File: src/rtl/kr_pkg.sv
package kr_pkg;
    localparam int N_ROUTES = 3;
    localparam int ROUTE_MK = 0;
    localparam logic [1:0] ADDR_SEL = 2'd0;
    localparam logic [1:0] ADDR_CTL = 2'd1;

    typedef enum logic [2:0] {
        ST_BOOT  = 3'd0,
        ST_LOAD  = 3'd1,
        ST_RUN   = 3'd2,
        ST_ERASE = 3'd3,
        ST_DEAD  = 3'd4
    } kr_state_e;
endpackage

File: src/rtl/kr_ctl_regs.sv
module kr_ctl_regs
    import kr_pkg::*;
#(
    parameter int NR    = N_ROUTES,
    parameter int REG_W = 8
) (
    input  logic             clk,
    input  logic             rst_n,
    input  logic             load_fuse,
    input  logic [NR-1:0]    fuse_sel,
    input  logic [NR-1:0]    fuse_lock,
    input  logic             reg_wr,
    input  logic [1:0]       reg_addr,
    input  logic [REG_W-1:0] reg_wdata,
    input  logic             dead,
    output logic [NR-1:0]    eff_sel,
    output logic             zero_q,
    output logic [REG_W-1:0] reg_rdata
);
    logic [NR-1:0] sel_q;
    logic          wr_sel;
    logic          wr_ctl;
    logic          wdata_unused;

    assign wr_sel       = reg_wr && (reg_addr == ADDR_SEL) && !load_fuse;
    assign wr_ctl       = reg_wr && (reg_addr == ADDR_CTL);
    assign wdata_unused = ^reg_wdata[REG_W-1:NR];

    for (genvar i = 0; i < NR; i++) begin : g_sel
        always_ff @(posedge clk or negedge rst_n) begin
            if (!rst_n) begin
                sel_q[i] <= 1'b0;
            end else if (load_fuse) begin
                sel_q[i] <= fuse_sel[i];
            end else if (wr_sel && !fuse_lock[i]) begin
                sel_q[i] <= reg_wdata[i];
            end
        end
        assign eff_sel[i] = fuse_lock[i] ? fuse_sel[i] : sel_q[i];
    end

    // zeroize: write-one-to-set, cleared only by reset
    always_ff @(posedge clk or negedge rst_n) begin
        if (!rst_n) begin
            zero_q <= 1'b0;
        end else if (wr_ctl && reg_wdata[0]) begin
            zero_q <= 1'b1;
        end
    end

    always_comb begin
        reg_rdata = '0;
        unique case (reg_addr)
            ADDR_SEL: begin
                reg_rdata[NR-1:0]    = eff_sel;
                reg_rdata[2*NR-1:NR] = fuse_lock;
            end
            ADDR_CTL: begin
                reg_rdata[0] = zero_q;
                reg_rdata[1] = dead;
            end
            default: reg_rdata = '0;
        endcase
    end
endmodule

File: src/rtl/kr_seq.sv
module kr_seq
    import kr_pkg::*;
#(
    parameter int KEY_W = 128
) (
    input  logic             clk,
    input  logic             rst_n,
    input  logic             fuse_load_inline,
    input  logic             fuse_puf_en,
    input  logic             zero_q,
    input  logic [KEY_W-1:0] user_key,
    output kr_state_e        state_q,
    output logic             puf_ok,
    output logic [KEY_W-1:0] inline_key,
    output logic             inline_vld
);
    kr_state_e state_d;

    always_ff @(posedge clk or negedge rst_n) begin
        if (!rst_n) begin
            state_q <= ST_BOOT;
        end else begin
            state_q <= state_d;
        end
    end

    always_comb begin
        state_d = state_q;
        unique case (state_q)
            ST_BOOT:  state_d = fuse_load_inline ? ST_LOAD : ST_RUN;
            ST_LOAD:  state_d = ST_RUN;
            ST_RUN:   state_d = zero_q ? ST_ERASE : ST_RUN;
            ST_ERASE: state_d = ST_DEAD;
            ST_DEAD:  state_d = ST_DEAD;
            default:  state_d = ST_BOOT;
        endcase
    end

    always_ff @(posedge clk or negedge rst_n) begin
        if (!rst_n) begin
            inline_vld <= 1'b0;
            inline_key <= '0;
        end else begin
            inline_vld <= (state_q == ST_LOAD);
            if (state_q == ST_LOAD) begin
                inline_key <= user_key;
            end
        end
    end

    assign puf_ok = fuse_puf_en && !zero_q
                    && (state_q != ST_ERASE) && (state_q != ST_DEAD);
endmodule

File: src/rtl/kr_route.sv
module kr_route #(
    parameter int KEY_W = 128
) (
    input  logic             clk,
    input  logic             rst_n,
    input  logic             sel,
    input  logic             puf_ok,
    input  logic [KEY_W-1:0] fixed_key,
    input  logic [KEY_W-1:0] puf_key,
    output logic [KEY_W-1:0] key_q,
    output logic             vld_q,
    output logic             err_q
);
    logic [KEY_W-1:0] key_d;

    always_comb begin
        if (!sel) begin
            key_d = fixed_key;
        end else if (puf_ok) begin
            key_d = puf_key;
        end else begin
            key_d = '0;
        end
    end

    always_ff @(posedge clk or negedge rst_n) begin
        if (!rst_n) begin
            key_q <= '0;
            vld_q <= 1'b0;
            err_q <= 1'b0;
        end else begin
            key_q <= key_d;
            vld_q <= (key_d != key_q);
            err_q <= sel && !puf_ok;
        end
    end
endmodule

File: src/rtl/key_route_top.sv
module key_route_top
    import kr_pkg::*;
#(
    parameter int KEY_W = 128,
    parameter int REG_W = 8
) (
    input  logic             clk,
    input  logic             rst_n,
    input  logic [2:0]       fuse_sel,
    input  logic [2:0]       fuse_lock,
    input  logic             fuse_puf_en,
    input  logic             fuse_load_inline,
    input  logic [KEY_W-1:0] dev_key,
    input  logic [KEY_W-1:0] user_key,
    input  logic [KEY_W-1:0] puf_key,
    input  logic             reg_wr,
    input  logic [1:0]       reg_addr,
    input  logic [REG_W-1:0] reg_wdata,
    output logic [REG_W-1:0] reg_rdata,
    output logic [KEY_W-1:0] mk_key,
    output logic             mk_vld,
    output logic             mk_err,
    output logic [KEY_W-1:0] ea_key,
    output logic             ea_vld,
    output logic             ea_err,
    output logic [KEY_W-1:0] eb_key,
    output logic             eb_vld,
    output logic             eb_err,
    output logic [KEY_W-1:0] inline_key,
    output logic             inline_vld
);
    localparam int NR = N_ROUTES;

    kr_state_e        state_q;
    logic [NR-1:0]    eff_sel;
    logic             zero_q;
    logic             puf_ok;
    logic [KEY_W-1:0] r_key [NR];
    logic [NR-1:0]    r_vld;
    logic [NR-1:0]    r_err;

    kr_ctl_regs #(.NR(NR), .REG_W(REG_W)) u_regs (
        .clk       (clk),
        .rst_n     (rst_n),
        .load_fuse (state_q == ST_BOOT),
        .fuse_sel  (fuse_sel),
        .fuse_lock (fuse_lock),
        .reg_wr    (reg_wr),
        .reg_addr  (reg_addr),
        .reg_wdata (reg_wdata),
        .dead      (state_q == ST_DEAD),
        .eff_sel   (eff_sel),
        .zero_q    (zero_q),
        .reg_rdata (reg_rdata)
    );

    kr_seq #(.KEY_W(KEY_W)) u_seq (
        .clk              (clk),
        .rst_n            (rst_n),
        .fuse_load_inline (fuse_load_inline),
        .fuse_puf_en      (fuse_puf_en),
        .zero_q           (zero_q),
        .user_key         (user_key),
        .state_q          (state_q),
        .puf_ok           (puf_ok),
        .inline_key       (inline_key),
        .inline_vld       (inline_vld)
    );

    for (genvar i = 0; i < NR; i++) begin : g_route
        kr_route #(.KEY_W(KEY_W)) u_route (
            .clk       (clk),
            .rst_n     (rst_n),
            .sel       (eff_sel[i]),
            .puf_ok    (puf_ok),
            .fixed_key ((i == ROUTE_MK) ? dev_key : user_key),
            .puf_key   (puf_key),
            .key_q     (r_key[i]),
            .vld_q     (r_vld[i]),
            .err_q     (r_err[i])
        );
    end

    assign mk_key = r_key[0];
    assign mk_vld = r_vld[0];
    assign mk_err = r_err[0];
    assign ea_key = r_key[1];
    assign ea_vld = r_vld[1];
    assign ea_err = r_err[1];
    assign eb_key = r_key[2];
    assign eb_vld = r_vld[2];
    assign eb_err = r_err[2];
endmodule

File: config.mk
export PLATFORM = sky130hd
export DESIGN_NAME = key_route_top
export DESIGN_NICKNAME = d
export VERILOG_FILES = /design/src/rtl/kr_pkg.sv /design/src/rtl/kr_ctl_regs.sv /design/src/rtl/kr_seq.sv /design/src/rtl/kr_route.sv /design/src/rtl/key_route_top.sv
export SDC_FILE = /design/constraint.sdc
export NUM_CORES = 1
export LEC_CHECK = 0
export BUFFER_PORTS_ARGS = -buffer_cell sky130_fd_sc_hd__buf_2
export CAP_MARGIN = 40
export CORE_AREA = 2 2 367 369
export DETAILED_ROUTE_END_ITERATION = 10
export DIE_AREA = 0 0 369 371
export PLACE_DENSITY = 0.5
export SLEW_MARGIN = 0
export SYNTH_ARGS = -nofsm -noshare
export SYNTH_HDL_FRONTEND = slang
export SYNTH_SLANG_ARGS = --single-unit
File: constraint.sdc
create_clock -name clk -period 3.9 [get_ports clk]
set_input_delay 0.195 -clock clk [delete_from_list [all_inputs] [get_ports clk]]
set_output_delay 0.195 -clock clk [all_outputs]
set_load 0.01 [all_outputs]
**Yosys cells after proc, flatten, opt, wreduce, memory -nomap -nowiden**

Index checks and enable logic that the tools add are counted.

- ROM bits: 0
- Bits in writable memories: 0
- Memories: 0
- Bits in registers: 526
- Input bits: 405
- Bits in latches: 0
- Logic and storage cells: 69

- Reductions and logical operators: 25
- Order comparisons: 0
- Multipliers: 0
- Equality and inequality tests: 10
- Shift operators: 0
- Div/mod/pow operators: 0
- Bitwise gates (word level): 0
- Mux-type cells: 18
- $add $sub $neg: 0

Operators by type and width:

| kind | count |
|---|---|
| 2-to-1 mux 128 bit | 4 |
| != test 128 bit | 3 |
| logical AND 1 bit | 13 |
| one-hot mux 3 bit (4 select lines) | 1 |
| 2-to-1 mux 1 bit | 10 |
| equality test 3 x 2 -> 1 bit (second input constant) | 2 |
| zero test 1 bit | 6 |
| nonzero test 2 bit | 3 |
| 2-to-1 mux 4 bit | 1 |
| one-hot mux 2 bit (2 select lines) | 1 |
| equality test 3 x 1 -> 1 bit (second input constant) | 1 |
| equality test 3 bit (second input constant) | 1 |
| zero test 3 bit | 1 |
| != test 3 x 2 -> 1 bit (second input constant) | 1 |
| != test 3 bit (second input constant) | 1 |
| equality test 2 x 1 -> 1 bit (second input constant) | 1 |
| zero test 2 bit | 1 |
| 2-to-1 mux 2 bit | 1 |
| OR reduction 2 bit | 1 |

**Depth between registers and ports, before layout**

Gate-level depths: netlist (run 1).

- Depth after elaboration: 7
- Mapped depth: 15
- Depth with buffers taken out: 8

**Modules after synthesis**

Synthesis (run 1) repeated with hierarchy kept, for this count alone.

- Cell total of the unflattened synthesis: 3458
- Area, all modules: 32147.1 um2

Modules (own cells, without submodules):

| module | sequential area each (um2) | cells an instance | times used | area an instance (um2) |
|---|---|---|---|---|
| kr_route (g_route[1].u_route ...) | 3253.1 | 1093 | 2 | 8991.1 |
| kr_route (g_route[0].u_route) | 3253.1 | 954 | 1 | 8821.0 |
| kr_seq | 3303.2 | 285 | 1 | 4986.0 |
| kr_ctl_regs | 100.1 | 31 | 1 | 335.3 |
| key_route_top | 0.0 | 2 | 1 | 22.5 |

**Worst setup path before layout (run 1)**

Ideal clock, no wire load.

- Path type: register to register
- Start: reg u_seq.state_q[1]
- End: reg g_route[0].u_route.vld_q
- Arrival: 2617 ps
- Path slack: 1145 ps
- Data required time: 3761 ps
- Stages on the path, launching flop included: 14
- Cell sequence: dfrtp_1 > buf_6 > or3b_1 > buf_2 > and2_4 > buf_6 > inv_6 > buf_8 > buf_8 > o21ai_2 > xor2_1 > nor4b_1 > nand4_1 > or4_1

- Cells in the longest elaborated chain, start to end: 6

Ends and longest elaborated chain:

| item | RTL line | RTL |
|---|---|---|
| from (decl) | kr_seq.sv:12 | `output kr_state_e state_q,` |
| from (signal assigned) | kr_seq.sv:23 | `state_q <= state_d;` |
| != test 3 x 2 -> 1 bit | kr_seq.sv:52 | `&& (state_q != ST_ERASE) && (state_q != ST_DEAD);` |
| logical AND 1 bit | kr_seq.sv:52 |  |
| logical AND 1 bit * | kr_seq.sv:52 |  |
| 2-to-1 mux 128 bit * | kr_route.sv:19 | `end else if (puf_ok) begin` |
| 2-to-1 mux 128 bit * | kr_route.sv:17 | `if (!sel) begin` |
| via g_route[0].u_route.key_d[63] | kr_route.sv:14 | `logic [KEY_W-1:0] key_d;` |
| != test 128 bit * | kr_route.sv:33 | `vld_q <= (key_d != key_q);` |
| to (signal assigned) | kr_route.sv:33 |  |
| to (decl) | kr_route.sv:11 | `output logic vld_q,` |

Mark *: on every way through the listed nets, which the timed path passes. The rest lies on a longest branch.
A chain may end at the register's enable or synchronous reset.

**Worst setup path after layout (run 1)**

- Start: reg u_seq.state_q[1]
- End: reg g_route[1].u_route.vld_q

- Cells in the longest elaborated chain, start to end: 6

Ends and longest elaborated chain:

| item | RTL line |
|---|---|
| != test 3 x 2 -> 1 bit | kr_seq.sv:52 |
| logical AND 1 bit | kr_seq.sv:52 |
| logical AND 1 bit * | kr_seq.sv:52 |
| 2-to-1 mux 128 bit * | kr_route.sv:19 |
| 2-to-1 mux 128 bit * | kr_route.sv:17 |
| != test 128 bit * | kr_route.sv:33 |
| to (signal assigned) | kr_route.sv:33 |
| to (decl) | kr_route.sv:11 |

Mark *: on every way between the ends. The rest lies on a longest branch, timed or not.

==> results by group, run 1 <==
Setup path
  • FF-to-FF path depth: 12
  • Crit Path Max Fanout: 22
  • CP endpoint kind: register
  • Worst Setup Path Type: reg -> reg
  • Max incr delay on CP: 420 ps
  • Top delay family on crit path: simple AND/OR/NAND/NOR gates
  • Crit start category: register
  • Worst endpoint data arrival time: 4350 ps
  • Slowest cell on crit path: or3b_4
  • Worst path cell trace: or3b_4 > buf_4 > bufbuf_16 > bufbuf_16 > nand4_1 > and3_1 > o22ai_1 > nor4_2 > buf_4 > nand4_1 > buf_4 > or4_1
  • Most Frequent Cell on Critical Path: buf_4
  • Critical path depth: 12
  • Required time worst endpoint: 4440 ps
  • WP buf/inv: 5

Routing
  • Routed Wire Length: 203 mm
  • Via density: 5.57
  • DRC Markers: 0
  • First-pass DRT Iterations: 6
  • Routed WL per cell: 28.7 um
  • ANT nets after route: 0
  • Via count: a little under 40000
  • Drt initial violations: 4165

Yosys
  • Seq/Total Area, Yosys: 40.5%
  • Flops & latches, synth: 526
  • Post-Syn Area: 32500 sq um
  • Number of flops mapped to enable cells by yosys: 0
  • Yosys warns: 0
  • FFs w/ async S/R, synth: 100%
  • Synth Flop Type: dfrtp_1
  • Avg Cell Area, Syn: 8.47 sq um
  • Synth Instances: ~3800
  • Synth unique cells: 52

Final layout
  • Storage cell area: approximately 13000 sq um
  • Fill cell count: 13700
  • Share of cells above drive strength 1: 27.7%
  • Cell area after layout: 48400 sq um
  • Area of the multi-input gates: 17900 sq um
  • Layout Nets: roughly 5600
  • Synth-to-layout area growth: 49.2%

Clocking
  • CTS tree: done
  • Cts bufs inserted: 72
  • Clock buffer depth: 3
  • CTS Root Cell: clkbuf_16
  • CTS sink cnt: 526
  • CTS H-tree lvls: 3
  • Clk slew on worst S/H paths: 60 ps
  • Worst-Skew Late Latency: 700 ps

Die
  • I/O pin cnt: 932
  • Core area: 133000 sq um
  • Die area: 137000 sq um
  • # rows: 134
  • Die W: 369 um
  • Initial Utilization: 24.5%
  • Die height: 371 um

Placement
  • Area after DPL: 40000 sq um
  • DPL Wire Length: between 100 and 150 mm
  • Pre-CTS setup slack: -608 ps
  • Gp weighted congestion: 0.914
  • Port Buffers: 924

STA
  • Post-layout min period: about 3800 ps
  • RSZ-0062 raised after global routing: true
  • Fmax: roughly 260 MHz
  • Final setup fails: 0
  • Slew @ Worst Pin: 1040 ps
  • Fin crit share: 97.8%
  • Slew Viols, Final: 0
  • Worst clock skew: 39.6 ps
  • Hold Violations, Final: 0
  • Worst rel slew slack: 30.7%
  • Final worst slack: 86.8 ps

Global routing
  • Total gr overflow: 0
  • Initial antenna violation count: 37
  • Global Route Usage Sum: between 20% and 30%
  • Vias in the first global route: 36500
  • First-pass GRT wire length: 276 mm
  • Largest net degree at the start of global routing: 109

Power and ir drop
  • Pwr dens: between 600 and 700 nW/um^2
  • Pleak: 23.1 nW
  • VDD IR max: 369 uV
  • Total power: ~30 mW

Run status
  • Status: completed

Hold path
  • Worst min path class: in -> reg
  • Hold path depth: 4

Run
  • Max cap viols: 0
through the flow:
step | TNS (ps) | std cells | hold WS (ps) | utilization [%]
2_1_floorplan | 0 | 3834 | -101 | -
3_3_place_gp | -1290 | 6372 | 321 | 30.1
3_5_place_dp | -1050 | 6376 | 312 | 30.2
4_1_cts | -9.30 | 7040 | 0.116 | 36.2
5_1_grt | -16.9 | 7061 | 50.3 | 36.5
6_report | 0 | 7071 | 56.6 | 36.5
layout by cell type (no fill, tap or decap), types with 15 or more instances in the layout:
cell / Yosys / final
buf_4: 6 / 158
mux2_2: 131 / 128
o21ai_2: 16 / 16
diode_2: 0 / 20
o21ai_1: 18 / 23
and3b_1: 50 / 49
clkbuf_16: 0 / 79
xor2_1: 37 / 37
o22ai_1: 89 / 88
a21oi_1: 120 / 120
clkbuf_8: 0 / 15
and4_1: 90 / 90
nand4_1: 335 / 335
dfrtp_1: 526 / 523
a31oi_1: 171 / 171
buf_2: 88 / 925
a221oi_1: 81 / 79
xnor2_1: 17 / 17
o21ai_0: 384 / 379
inv_1: 68 / 68
buf_12: 0 / 49
dlygate4sd3_1: 0 / 515
nand2_1: 592 / 592
nand3_1: 293 / 293
and3_1: 105 / 104
nor4_1: 21 / 18
a21o_1: 214 / 214
layer usage:
layer / global-route usage (%) / vias up / share of wire [%]
met5: 0 / - / 0.079
met4: 11.4 / 24 / 4.5
met3: 7.22 / 318 / 9.2
met2: 44.4 / 2057 / 45
met1: 35.7 / 19600 / 41
li1: - / 17300 / -
cell usage after synthesis (21+ instances only):
cell	count	area [sq um]
a2111oi_0	27	236
nand2_1	592	2220
and3_1	105	657
inv_1	68	255
xor2_1	37	324
o21ai_0	384	1920
nor4_1	21	131
a21oi_1	120	601
and3b_1	50	438
dfrtp_1	526	13200
clkbuf_1	215	807
buf_2	88	440
a221oi_1	81	709
o22ai_1	89	557
mux2_2	131	1480
a31oi_1	171	1070
nand3_1	293	1470
nand4_1	335	2100
buf_1	25	93.8
a21o_1	214	1610
and4_1	90	788
what timing repair did:
item	4_1_cts	5_1_grt
resized for setup	22	38
pin swaps	5	8
gates cloned	5	8
buffers inserted	16	4
endpoints found under the setup margin	3	3
hold buffers	515	0
endpoints found under the hold margin	586	0
worst register-to-register path, cell delays in order (launching register included):
cell and delay, ps:
dfrtp_2 410, or3b_4 420, buf_4 160, bufbuf_16 290
bufbuf_16 320, nand4_1 150, and3_1 280, o22ai_1 260
nor4_2 340, buf_4 170, nand4_1 250, buf_4 250
or4_1 390
layout make-up:
type                    instances  share of cell area, %
diodes                         20                  0.103
clock buffers                 100                   4.29
clock inverters                29                  0.806
inverters                      69                  0.550
multi-input cells            2894                   37.0
flip-flops and latches        526                   27.2
well taps                    1768                   4.57
repair buffers               1665                   25.6
final timing paths:
check	startpoint	to	slack, ps
hold / removal	puf_key[65]	g_route[2].u_route.key_q[65]$_DFF_PN0_	60
setup / recovery	u_seq.state_q[1]$_DFF_PN0_	g_route[1].u_route.vld_q$_DFF_PN0_	90
setup reg to reg	u_seq.state_q[1]$_DFF_PN0_	g_route[1].u_route.vld_q$_DFF_PN0_	90
max in group asynchronous	rst_n	u_seq.inline_key[21]$_DFFE_PN0P_	2660
min in group asynchronous	rst_n	u_seq.inline_key[2]$_DFFE_PN0P_	140
hold reg to reg	u_seq.inline_key[116]$_DFFE_PN0P_	u_seq.inline_key[116]$_DFFE_PN0P_	500
registers in the layout, indices dropped and copies added, names as in the netlist:
register	flops
u_seq.inline_vld	1
g_route.u_route.err_q	3
u_seq.state_q	3
g_route.u_route.key_q	384
u_regs.zero_q	1
u_regs.sel_q	3
u_seq.inline_key	128
g_route.u_route.vld_q	3
logic make-up after synthesis:
family,count (synthesis),share of synthesized area (%)
xor+xnor,54,1.46
buf+inv,418,5.66
mux,138,4.77
flops,526,40.5
other cells,1,0.0115
compound gates,1159,22.4
simple gates,1537,25.2
power breakdown:
group / internal, mW / switching (mW) / total, mW
sequential: 7.06 / 1.26 / 8.32
combinational: 5.63 / 8.98 / 14.6
clock: 4.10 / 2.97 / 7.07
total: 16.8 / 13.2 / 30.0
Power figures use the tool's default switching activity.
==> run 2, diff against run 1 <==
--- a/config.mk
+++ b/config.mk
@@ -5,11 +5,12 @@
 export SDC_FILE = /design/constraint.sdc
 export NUM_CORES = 1
 export LEC_CHECK = 0
+export ABC_AREA = 1
 export BUFFER_PORTS_ARGS = -buffer_cell sky130_fd_sc_hd__buf_2
 export CAP_MARGIN = 40
-export CORE_AREA = 2 2 367 369
+export CORE_AREA = 2 2 358 360
 export DETAILED_ROUTE_END_ITERATION = 10
-export DIE_AREA = 0 0 369 371
+export DIE_AREA = 0 0 360 362
 export PLACE_DENSITY = 0.5
 export SLEW_MARGIN = 0
 export SYNTH_ARGS = -nofsm -noshare
==> run 2 against run 1 <==
Effect of this change:
- critical endpoint is now g_route[0].u_route.vld_q$_DFF_PN0_
- clock skew decreased by 9.8 ps
- clock power decreased by 3%
- worst hold slack about the same
- maximum frequency increased by 19%
- largest cell class unchanged
- die area decreased by 4.8%
- core utilization decreased by 0.46 points
- via count decreased by 6.1%
==> results by group, run 2 <==
Routing
  • Drt initial violations: 3119
  • DRC Markers: 0
  • Routed Wire Length: 177 mm
  • Via count: approximately 37000
  • First-pass DRT Iterations: 6
  • Via density: approximately 4.7
  • Routed WL per cell: 22.6 um
  • ANT nets after route: 0

Placement
  • Gp weighted congestion: 0.935
  • Port Buffers: between 900 and 1000
  • DPL Wire Length: roughly 140 mm

Clocking
  • CTS H-tree lvls: 3
  • Clock buffer depth: 3
  • CTS sink cnt: 526
  • Setup Buffers After CTS: 0
  • PostCTS Resize Cnt: 0
  • CTS Hold Bufs: 566
  • Cts bufs inserted: 72
  • Worst-Skew Late Latency: 670 ps
  • CTS Root Cell: clkbuf_16
  • Clk slew on worst S/H paths: ~70 ps
  • CTS tree: done

Final layout
  • Commonest cells after routing, fill and taps aside: nand2_1 (2361), buf_2 (923), nand3_1 (605), dlygate4sd3_1 (566), dfrtp_1 (526)
  • Most common cell after layout, fill and taps aside: nand2_1
  • Largest Register: g_route.u_route.key_q
  • Layout Nets: 6522
  • Max reg flops: 384
  • Synth-to-layout area growth: 47.9%
  • Share of cells above drive strength 1: 19.5%
  • Final core utilization: approximately 36%
  • Largest registers: g_route.u_route.key_q x384, u_seq.inline_key x128

STA
  • Fin crit share: 81.9%
  • Slew @ Worst Pin: about 850 ps
  • Hold Violations, Final: 0
  • RSZ-0062 raised after global routing: false
  • Slew Viols, Final: 0
  • Worst rel slew slack: 43.3%
  • Total negative slack: 0 ps
  • Worst clock skew: around 30 ps
  • Fmax: around 310 MHz
  • Final setup fails: 0
  • Post-layout min period: 3190 ps

Yosys
  • Number of flops mapped to enable cells by yosys: 0
  • Synth Instances: roughly 4700
  • Flops & latches, synth: approximately 530
  • Area leader, netlist: dfrtp_1
  • Count leader, synth: nand2_1
  • Post-Syn Area: slightly above 30000 sq um
  • FFs w/ async S/R, synth: 100%
  • Area contributors post-synth: dfrtp_1 (43%), nand2_1 (29%), nand3_1 (9.8%), inv_1 (5.2%), nand3b_1 (4.1%)
  • Avg Cell Area, Syn: roughly 6.6 sq um
  • Top cell type's share of synthesized area: 42.6%
  • Synth unique cells: 27
  • Yosys warns: 0
  • Seq/Total Area, Yosys: between 40% and 50%
  • Synth Flop Type: dfrtp_1
  • Synth cell count leaders: nand2_1 (2365), nand3_1 (605), dfrtp_1 (526)

Global routing
  • Initial antenna violation count: 24
  • Global Route Usage Sum: 26.5%
  • First-pass GRT wire length: roughly 250 mm
  • Total gr overflow: 0
  • Vias in the first global route: 35700
  • Largest net degree at the start of global routing: 93

Setup path
  • Worst Setup Path Type: reg -> reg
  • Required time worst endpoint: 4450 ps
  • CP endpoint kind: register
  • Most Frequent Cell on Critical Path: nand2_1
  • Crit Path Max Fanout: 17
  • Crit start category: register
  • Worst path cell trace: clkinv_1 > nand2_1 > nor2_4 > nand2_4 > buf_4 > nor2_1 > nand2_1 > nand2_1 > nand2_1 > nand2_1 > nand2_1 > nor2_1 > nand2_1 > nor2_1 > nand2_1 > nor2_1 > nand2_1
  • Worst endpoint data arrival time: 3740 ps
  • Top delay family on crit path: simple AND/OR/NAND/NOR gates
  • Slowest cell on crit path: dfrtp_1
  • Max incr delay on CP: around 380 ps
  • WP buf/inv: 2

Die
  • Core area: approximately 130000 sq um
  • Initial Utilization: 24.4%
  • I/O pin cnt: between 900 and 1000
  • Die height: 362 um
  • Die area: around 130000 sq um
  • Die W: 360 um
  • # rows: 131

Power and ir drop
  • VDD IR max: 264 uV
  • Pwr dens: slightly below 400 nW/um^2
  • Clock power share: a little under two fifths
  • Pleak: 25.2 nW
  • Switch share: 35.0%
  • Comb power frac: 27.5%
  • Seq pwr share: around a third
  • Psw: around 6.3 mW
  • Internal: 11.6 mW

Run status
  • Status: completed

Hold path
  • Worst min path class: in -> reg

Run
  • Max cap viols: 0
## run 2: changes by cell type in the layout (fill, tap and decap cells not counted), moves of 167 or more
cell,change
nand3_1,+312
a21o_1,-214
a31oi_1,-169
nand3b_1,+167
nand2_1,+1769
nand4_1,-304
inv_1,+358
o21ai_0,-322
## run 2: metrics by stage
step / hold slack, ps / power (mW) / setup WS, ps / cell area, sq um / std cells
floorplan: -101 / 8.24 / 1950 / 30900 / 4677
global placement: 300 / 10.6 / 681 / 37600 / 7138
detailed placement: 297 / 10.6 / 623 / 37600 / 7139
CTS: 1.18 / 18.1 / 639 / 45600 / 7830
global route: 41.3 / 18.8 / 421 / 45600 / 7835
finish: 56.5 / 17.9 / 707 / 45600 / 7840
## run 2: cells by family (layout without fill, tap and decap cells)
| group | after synthesis | in the layout | synth area share, % |
|---|---|---|---|
| buffers and inverters | 630 | 2121 | 8.16 |
| other | 1 | 12 | 0.0121 |
| AOI/OAI and AO/OA | 78 | 78 | 1.41 |
| DFF | 526 | 526 | 42.6 |
| and+or+nand+nor | 3441 | 3441 | 47.8 |
## run 2: final cells by class
type	count	area, sq um
antenna	10	25.0
tap	1662	2080
clock buffer	111	2150
inverter	433	1650
timing repair buffer	1563	11200
sequential	526	13200
clock inverter	14	191
multi-input combinational	3521	15200
fill	13600	81100
## run 2: final timing paths
check	start	endpoint	slack, ps	cells past startpoint
setup / recovery	u_regs.zero_q$_DFFE_PN0P_	g_route[0].u_route.vld_q$_DFF_PN0_	710	17
hold / removal	puf_key[127]	g_route[2].u_route.key_q[127]$_DFF_PN0_	60	3
setup reg to reg	u_regs.zero_q$_DFFE_PN0P_	g_route[0].u_route.vld_q$_DFF_PN0_	710	17
hold reg to reg	u_seq.inline_key[110]$_DFFE_PN0P_	u_seq.inline_key[110]$_DFFE_PN0P_	470	2
max in group asynchronous	rst_n	u_seq.inline_key[45]$_DFFE_PN0P_	2720	3
min in group asynchronous	rst_n	u_seq.inline_key[5]$_DFFE_PN0P_	140	2
## run 2: tightest hold or removal path, delay by kind of cell
family,cells,cell delay (ps)
buffers and inverters,1,230
and+or+nand+nor,2,230
## run 2: power by group through the flow
stage          clock network, mW  registers, mW  logic, mW
6_report                    6.87           6.12       4.94
3_3_place_gp                   0           6.19       4.37
2_1_floorplan                  0           6.33       1.91
5_1_grt                     7.24           6.16       5.39
4_1_cts                     7.04           6.11       4.97
3_5_place_dp                   0           6.20       4.39
## run 2: layer usage
layer | global-route usage [%] | share of wire, % | vias up
li1 | - | - | 17500
met1 | 33.7 | 42 | 17600
met2 | 42.9 | 46 | 1595
met3 | 5.67 | 7.3 | 344
met4 | 12.7 | 5.1 | 8
met5 | 0 | 0.022 | -
